<file path="src/rtl/sem_pkg.sv">
package sem_pkg;
  localparam int FLAGS_DEFAULT = 8;
  localparam int RD_W_DEFAULT  = 8;

  typedef enum logic [1:0] {
    OWN_NONE  = 2'd0,
    OWN_LEFT  = 2'd1,
    OWN_RIGHT = 2'd2
  } owner_e;
endpackage

</file>
<file path="src/rtl/sem_wr_decode.sv">
module sem_wr_decode #(
  parameter int N_FLAGS = sem_pkg::FLAGS_DEFAULT,
  localparam int IW = $clog2(N_FLAGS)
) (
  input  logic               sel_n,
  input  logic               wr_n,
  input  logic [IW-1:0]      addr,
  input  logic               wbit,
  output logic [N_FLAGS-1:0] set_req,
  output logic [N_FLAGS-1:0] clr_req
);
  // One-hot request/release strobes for the addressed flag.
  always_comb begin
    set_req = '0;
    clr_req = '0;
    if (!sel_n && !wr_n) begin
      if (wbit) clr_req[addr] = 1'b1;
      else      set_req[addr] = 1'b1;
    end
  end
endmodule

</file>
<file path="src/rtl/sem_flag.sv">
module sem_flag
  import sem_pkg::*;
(
  input  logic clk,
  input  logic rst,
  input  logic l_set,
  input  logic l_clr,
  input  logic r_set,
  input  logic r_clr,
  output logic l_view,
  output logic r_view
);
  logic   req_l_q, req_r_q;
  logic   req_l_d, req_r_d;
  owner_e own_q, own_d;

  always_comb begin
    req_l_d = l_set ? 1'b1 : (l_clr ? 1'b0 : req_l_q);
    req_r_d = r_set ? 1'b1 : (r_clr ? 1'b0 : req_r_q);
    unique case (own_q)
      OWN_LEFT:  own_d = req_l_d ? OWN_LEFT  : (req_r_d ? OWN_RIGHT : OWN_NONE);
      OWN_RIGHT: own_d = req_r_d ? OWN_RIGHT : (req_l_d ? OWN_LEFT  : OWN_NONE);
      default:   own_d = req_l_d ? OWN_LEFT  : (req_r_d ? OWN_RIGHT : OWN_NONE);
    endcase
  end

  always_ff @(posedge clk) begin
    if (rst) begin
      req_l_q <= 1'b0;
      req_r_q <= 1'b0;
      own_q   <= OWN_NONE;
    end else begin
      req_l_q <= req_l_d;
      req_r_q <= req_r_d;
      own_q   <= own_d;
    end
  end

  // Active-low view: 0 means this side holds the token.
  assign l_view = (own_q != OWN_LEFT);
  assign r_view = (own_q != OWN_RIGHT);

  AST_HOLD_LEFT: assert property (@(posedge clk) disable iff (rst)
    (own_q == OWN_LEFT) && !l_clr |=> (own_q == OWN_LEFT));
  AST_HOLD_RIGHT: assert property (@(posedge clk) disable iff (rst)
    (own_q == OWN_RIGHT) && !r_clr |=> (own_q == OWN_RIGHT));
  AST_HANDOFF_L2R: assert property (@(posedge clk) disable iff (rst)
    (own_q == OWN_LEFT) && l_clr && req_r_q && !r_clr |=> (own_q == OWN_RIGHT));
  AST_HANDOFF_R2L: assert property (@(posedge clk) disable iff (rst)
    (own_q == OWN_RIGHT) && r_clr && req_l_q && !l_clr |=> (own_q == OWN_LEFT));
  AST_LEFT_PRIO: assert property (@(posedge clk) disable iff (rst)
    (own_q == OWN_NONE) && l_set && r_set |=> (own_q == OWN_LEFT) && req_r_q);
  AST_OWNER_REQ: assert property (@(posedge clk) disable iff (rst)
    ((own_q == OWN_LEFT) -> req_l_q) && ((own_q == OWN_RIGHT) -> req_r_q));
  AST_WITHDRAW: assert property (@(posedge clk) disable iff (rst)
    !req_r_q && !r_set |=> (own_q != OWN_RIGHT) || $past(own_q == OWN_RIGHT));
endmodule

</file>
<file path="src/rtl/sem_rd_port.sv">
module sem_rd_port #(
  parameter int N_FLAGS = sem_pkg::FLAGS_DEFAULT,
  parameter int RD_W    = sem_pkg::RD_W_DEFAULT,
  localparam int IW = $clog2(N_FLAGS)
) (
  input  logic               clk,
  input  logic               rst,
  input  logic               sel_n,
  input  logic               oe_n,
  input  logic               wr_n,
  input  logic [IW-1:0]      addr,
  input  logic [N_FLAGS-1:0] view,
  output logic [RD_W-1:0]    rdata
);
  logic act, act_q;
  logic [RD_W-1:0] rd_q;

  assign act = !sel_n && !oe_n && wr_n;

  always_ff @(posedge clk) begin
    if (rst) begin
      act_q <= 1'b0;
      rd_q  <= '1;
    end else begin
      act_q <= act;
      if (!act)       rd_q <= '1;
      else if (!act_q) rd_q <= {RD_W{view[addr]}};
    end
  end

  assign rdata = rd_q;

  AST_RD_FROZEN: assert property (@(posedge clk) disable iff (rst)
    act && act_q |=> $stable(rd_q));
  AST_RD_IDLE: assert property (@(posedge clk) disable iff (rst)
    !act |=> (rd_q == '1));
  AST_RD_REPL: assert property (@(posedge clk) disable iff (rst)
    (rd_q == '0) || (rd_q == '1));
endmodule

</file>
<file path="src/rtl/sem_bank.sv">
module sem_bank #(
  parameter int N_FLAGS = sem_pkg::FLAGS_DEFAULT,
  parameter int RD_W    = sem_pkg::RD_W_DEFAULT,
  localparam int IW = $clog2(N_FLAGS)
) (
  input  logic            clk,
  input  logic            rst,
  input  logic            l_sel_n,
  input  logic            l_oe_n,
  input  logic            l_wr_n,
  input  logic [IW-1:0]   l_addr,
  input  logic            l_wbit,
  output logic [RD_W-1:0] l_rdata,
  input  logic            r_sel_n,
  input  logic            r_oe_n,
  input  logic            r_wr_n,
  input  logic [IW-1:0]   r_addr,
  input  logic            r_wbit,
  output logic [RD_W-1:0] r_rdata
);
  logic [N_FLAGS-1:0] l_set, l_clr, r_set, r_clr;
  logic [N_FLAGS-1:0] l_view, r_view;

  sem_wr_decode #(.N_FLAGS(N_FLAGS)) u_wdec_l (
    .sel_n(l_sel_n), .wr_n(l_wr_n), .addr(l_addr), .wbit(l_wbit),
    .set_req(l_set), .clr_req(l_clr));

  sem_wr_decode #(.N_FLAGS(N_FLAGS)) u_wdec_r (
    .sel_n(r_sel_n), .wr_n(r_wr_n), .addr(r_addr), .wbit(r_wbit),
    .set_req(r_set), .clr_req(r_clr));

  for (genvar g = 0; g < N_FLAGS; g++) begin : g_flag
    sem_flag u_flag (
      .clk(clk), .rst(rst),
      .l_set(l_set[g]), .l_clr(l_clr[g]),
      .r_set(r_set[g]), .r_clr(r_clr[g]),
      .l_view(l_view[g]), .r_view(r_view[g]));
  end

  sem_rd_port #(.N_FLAGS(N_FLAGS), .RD_W(RD_W)) u_rd_l (
    .clk(clk), .rst(rst), .sel_n(l_sel_n), .oe_n(l_oe_n), .wr_n(l_wr_n),
    .addr(l_addr), .view(l_view), .rdata(l_rdata));

  sem_rd_port #(.N_FLAGS(N_FLAGS), .RD_W(RD_W)) u_rd_r (
    .clk(clk), .rst(rst), .sel_n(r_sel_n), .oe_n(r_oe_n), .wr_n(r_wr_n),
    .addr(r_addr), .view(r_view), .rdata(r_rdata));

  AST_NO_DOUBLE_ZERO: assert property (@(posedge clk) disable iff (rst)
    ((l_view | r_view) == '1));
  AST_RESET_IDLE: assert property (@(posedge clk)
    rst |=> (l_rdata == '1) && (r_rdata == '1));
endmodule

</file>
<file path="config.mk">
export PLATFORM = sky130hd
export DESIGN_NAME = sem_bank
export DESIGN_NICKNAME = d
export VERILOG_FILES = /design/src/rtl/sem_pkg.sv /design/src/rtl/sem_wr_decode.sv /design/src/rtl/sem_flag.sv /design/src/rtl/sem_rd_port.sv /design/src/rtl/sem_bank.sv
export SDC_FILE = /design/constraint.sdc
export NUM_CORES = 1
export LEC_CHECK = 0
export BUFFER_PORTS_ARGS = -buffer_cell sky130_fd_sc_hd__buf_4
export CAP_MARGIN = 20
export CORE_ASPECT_RATIO = 2
export CORE_MARGIN = 3
export CORE_UTILIZATION = 30
export DETAILED_ROUTE_END_ITERATION = 10
export PLACE_DENSITY = 0.54
export SLEW_MARGIN = 20
export SYNTH_ARGS = -nofsm -noshare
export SYNTH_HDL_FRONTEND = slang
export SYNTH_SLANG_ARGS = --single-unit
export TNS_END_PERCENT = 50
</file>
<file path="constraint.sdc">
create_clock -name clk -period 2.7 [get_ports clk]
set_clock_uncertainty 0.05 [all_clocks]
set_input_delay 0.27 -clock clk [delete_from_list [all_inputs] [get_ports clk]]
set_output_delay 0.27 -clock clk [all_outputs]
set_load 0.005 [all_outputs]
</file>
-- Word-level counts from Yosys, hierarchy flattened
Cells that the tools add are included.
- register bits after elaboration: 36
- input port bits: 16
- output and inout bits: 16
- word-level logic and storage cells: 162
- magnitude comparators: 4
- multiplexer cells: 88
- bitwise gates (word level): 2
- reduce and logical (&&, ||, !) cells: 16
- eq/ne operators: 24
- operators by type and width (kind ; number):
    $mux 2 ; 32
    $mux 8 ; 8
    $mux 1 ; 44
    $eq 2x2->1 const B ; 8
    $ne 2x1->1 const B ; 8
    $ne 2x2->1 const B ; 8
    $logic_and 1x1->1 ; 8
    $lt 3x4->1 const B ; 2
    $bmux 1 s3 ; 2
    $demux 1 s3 ; 2
    $ge 3x1->1 const B ; 2
    $logic_not 1->1 ; 6
    $reduce_or 2->1 ; 2
    $not 1->1 ; 2

-- Logic depth before layout (Yosys ltp)
- depth in word-level cells: 11
- gate-level depth with buffers: 6
- depth with buffers taken out: 4

-- By module
From an unflattened synthesis, not the netlist that was laid out.
- cells, all modules: 204
- area, all modules: 1831.8 um^2
- modules (own cells, without submodules) (module ; cells an instance ; sequential area each (um^2) ; area an instance (um^2) ; times used):
    sem_flag ; 15 ; 80.1 ; 150.1 ; 8
    sem_rd_port ; 19 ; 40.0 ; 183.9 ; 2
    sem_wr_decode ; 23 ; 0.0 ; 131.4 ; 2

-- Least setup slack after synthesis
OpenSTA, ideal clock, no wires.
- kind: in2reg
- start: in l_addr[0]
- end: reg g_flag[2].u_flag.own_q[0]
- buffers on the path: 2
- setup slack: 1.103 ns
- cell stages on the path: 6
- data arrival time: 1.489 ns
- setup time: 0.058 ns
- data required time: 2.592 ns
- cells stage by stage: buf_6 or3_1 buf_2 or3_4 a21oi_2 o21a_1
- cells in the longest elaborated chain, start to end: 11
- elaborated cells between the ends (all ways): 15
- classes of those cells: order compare (2); mux (12); reduce/logical (1)
- RTL lines (item ; RTL line ; text):
    start: declaration ; sem_bank.sv:11 ; input logic [IW-1:0] l_addr,
    $lt 3x4->1 (not written as such) / $ge 3x1->1 (equally long branches) ; sem_wr_decode.sv:17, sem_wr_decode.sv:18 ;
    $logic_and 1x1->1 (not written as such) ; sem_wr_decode.sv:17, sem_wr_decode.sv:18 ;
    $mux 1 (not written as such) ; sem_wr_decode.sv:17, sem_wr_decode.sv:18 ;
    $demux 1 s3 * ; n/a ;
    $mux 8 ; sem_wr_decode.sv:17 ; if (wbit) clr_req[addr] = 1'b1;
    $mux 8 ; sem_wr_decode.sv:16 ; if (!sel_n && !wr_n) begin
    $mux 1 ; sem_flag.sv:18 ; req_l_d = l_set ? 1'b1 : (l_clr ? 1'b0 : req_l_q);
    $mux 1 * ; sem_flag.sv:18 ;
    $mux 1 ; sem_flag.sv:22 ; OWN_RIGHT: own_d = req_r_d ? OWN_RIGHT : (req_l_d ? OWN_LEFT : OWN_NONE);
    $mux 2 ; sem_flag.sv:22 ;
    $mux 2 * ; n/a ;
    end signal: assignment ; sem_flag.sv:35 ; own_q <= own_d;
    end: declaration ; sem_flag.sv:15 ; owner_e own_q, own_d;
Every way passes the cells marked *; elsewhere a longest branch is shown, timed or not.
A chain may end at the register's enable or synchronous reset.

-- Final worst setup path
- start: in l_addr[0]
- end: reg g_flag[7].u_flag.own_q[1]
- cells in the longest elaborated chain, start to end: 10
- elaborated cells between the ends (all ways): 13
- classes of those cells: order compare (2); mux (10); reduce/logical (1)
- RTL lines (item ; RTL line):
    $lt 3x4->1 (not written as such) / $ge 3x1->1 (equally long branches) ; sem_wr_decode.sv:17, sem_wr_decode.sv:18
    $logic_and 1x1->1 (not written as such) ; sem_wr_decode.sv:17, sem_wr_decode.sv:18
    $mux 1 (not written as such) ; sem_wr_decode.sv:17, sem_wr_decode.sv:18
    $demux 1 s3 * ; n/a
    $mux 8 ; sem_wr_decode.sv:17
    $mux 8 ; sem_wr_decode.sv:16
    $mux 1 ; sem_flag.sv:18
    $mux 1 * ; sem_flag.sv:18
    $mux 2 * ; sem_flag.sv:21, sem_flag.sv:23
    $mux 2 * ; n/a
    end signal: assignment ; sem_flag.sv:35
    end: declaration ; sem_flag.sv:15
Marked as above.

==> metrics <==
area leader, netlist dfxtp_1; count leader, synth dfxtp_1; Synth top cells by count dfxtp_1, buf_4, nor2_1; initial core utilization 0.3158; synthesized flop and latch total 36; Max VDD drop 0.0002737 V; Achievable Freq 0.6705 GHz; P per Cell Area 513.8 nW/um^2; DIE WIDTH 58.71 um; layout cells sized above 1 0.2165; Slew Viols, Final 0; routability cong. 0.8445; ys async rst share 0; post-synthesis cell count 179; Placement Setup Slack 0.9005 ns; clock share of power 0.352; DIE AREA 6540 um^2; final instance area 1893 um^2; Synth Flop Type dfxtp_1; CP required 2.80 ns; Post-CTS Resized 0; vias in the first global route 1,359; clock-pin slew on the worst setup and hold paths 0.07 ns; CP Capture Type flop; non-filler instance count after layout 252; total wire length 3953 um; normalized max-slew margin 0.6703; Fin. Hold Viols 0; die height 111.4 um; initial antenna violation count 0; diode count 0; largest net degree at the start of global routing 22; unrepaired setup endpoints after global routing false; 1st-pass router iterations 4; Post-DP HPWL 3062 um; Rows 37; Hold Crit Class in2reg; vias per cell 5.254; area added between synthesis and finish 13.59%; Sw Ratio 0.2381; critical path fanouts, max 10; R2R cell count 4; switching power 231.6 uW; share of the synthesized area in the top cell type 0.4324; hold path cells 2; first-pass GRT wire length 6651 um; clk_lat worst skew 0.28 ns; critical path type in2reg; clock root buffer clkbuf_8; HP Start l_oe_n; CTS tree built; initial DRC count 48; final-report setup violation count 0; Cell variety after synth 36; post-synthesis sequential area ratio 0.4324; H-tree Lvls 2; CTS max path bufs 2; met3 routed wirelength 179 um; WL met1 1424 um; Via Count 1,324; outcome finished, final reports clean; Final Critical Period 1.491 ns; Lkg Pwr 0.7411 nW; Worst Setup SP l_addr[0]; P_int 741.0 uW; post-synth net total 195; placed instance count 247; Max-Cap Viols 0; Sum Neg Setup Slack 0 ns; number of flops mapped to enable cells by yosys 0; core area 5278 um^2; top post-synthesis cells by area dfxtp_1, buf_4, nand2b_1; crit share post-route 0.5524; R2R Path Start g_flag[6].u_flag.own_q[0]$_SDFF_PP0_; area post-placement 1824 um^2; CTS Hold Buffers Added 0; Clock Sinks 36; combinational fraction of design power 0.091; # DRC 0; final worst slack 1.209 ns; final net count 212; total grt overflow 0; Sequential Power Share 0.557; top sig layer met4; met2 WL 2243 um; Antenna Nets Post-Route 0; Yosys warning count 0; Avg Inst Size Synth 9.311 um^2; WHS 0.1121 ns; Ports 32; startpoint type of the worst setup path input pin; # Post-CTS Setup Buffers 0; Routed wire per std cell 15.69 um; Critical Path AT 1.59 ns; CTS buffer count 5; cell area after synthesis 1667 um^2; GRT Resource Usage Total 0.1360; slew of the pin with the lowest slew margin 0.4904 ns; port bufs 31
-- placed cells by master (no fill, tap or decap) --
cell type / instances
o221a_1: 1
o21a_1: 2
o21ai_1: 8
nor4b_1: 2
a21oi_1: 2
o32ai_1: 2
nand3_1: 3
inv_1: 7
o211a_1: 6
a211oi_1: 8
nor2b_1: 2
clkbuf_8: 5
dfxtp_1: 36
nand2_1: 9
or3_1: 3
nand3b_1: 4
o311ai_1: 1
buf_4: 31
or3_4: 2
mux2_2: 1
o41ai_2: 1
o31a_1: 2
nor2_1: 13
o31ai_1: 5
nor3b_1: 1
o221ai_1: 1
and2_1: 7
nor4_1: 1
nand2b_1: 11
or3b_1: 2
mux2i_1: 6
a31oi_1: 2
nor3_1: 5
a21oi_2: 2
-- sequential cells by signal (all words and copies together), names as in the netlist --
name / cells
g_flag.u_flag.req_l_q: 8
g_flag.u_flag.req_r_q: 8
u_rd_r.act_q: 1
g_flag.u_flag.own_q: 16
u_rd_l.act_q: 1
u_rd_r.rdata: 1
u_rd_l.rdata: 1
-- power by group through the flow --
stage / Clock, mW / Sequential [mW] / Combinational [mW]
final: 0.342 / 0.542 / 0.0884
after global routing: 0.374 / 0.542 / 0.0986
after CTS: 0.354 / 0.542 / 0.0895
after detailed placement: 0 / 0.554 / 0.0890
after global placement: 0 / 0.554 / 0.0894
after floorplan: 0 / 0.553 / 0.0520
-- worst max-delay path: stages --
cell	delay, ns
buf_4	0.15
or3b_1	0.52
o31ai_1	0.51
a211oi_1	0.14
-- final timing paths --
path,slack (ns),endpoint
min reg2reg,0.44,u_rd_l.rdata[0]$_SDFFE_PP1N_
max,1.21,g_flag[7].u_flag.own_q[1]$_SDFF_PP0_
max reg2reg,1.46,u_rd_l.rdata[0]$_SDFFE_PP1N_
min,0.11,u_rd_l.act_q$_SDFF_PP0_
-- metal layers --
layer / up-vias / track usage
met5: - / 0
met3: 8 / 0.02784
li1: 659 / -
met4: 0 / 0.06808
met1: 624 / 0.1307
met2: 33 / 0.2569
-- kinds of logic (layout without fill, tap and decap cells) --
kind of cell,after synthesis,count (layout),share of synthesized area
mux,7,7,0.04279
simple gates,65,65,0.2207
compound gates,43,43,0.1997
buf+inv,28,43,0.1044
flops,36,36,0.4324
-- through the flow --
step           total power, mW    util
2_1_floorplan           0.6050       -
3_3_place_gp            0.6433  0.3457
3_5_place_dp            0.6428  0.3457
4_1_cts                 0.9849  0.3587
5_1_grt                  1.015  0.3587
6_report                0.9726  0.3587
-- layout make-up --
class	count	area, um^2
Clock buffer	5	68.82
Sequential cell	36	720.7
Timing Repair Buffer	31	232.7
Inverter	7	26.28
Fill cell	578	3385
Tap cell	58	72.57
Multi-Input combinational cell	115	772.0
No activity file was read; power rests on OpenSTA's default activity.
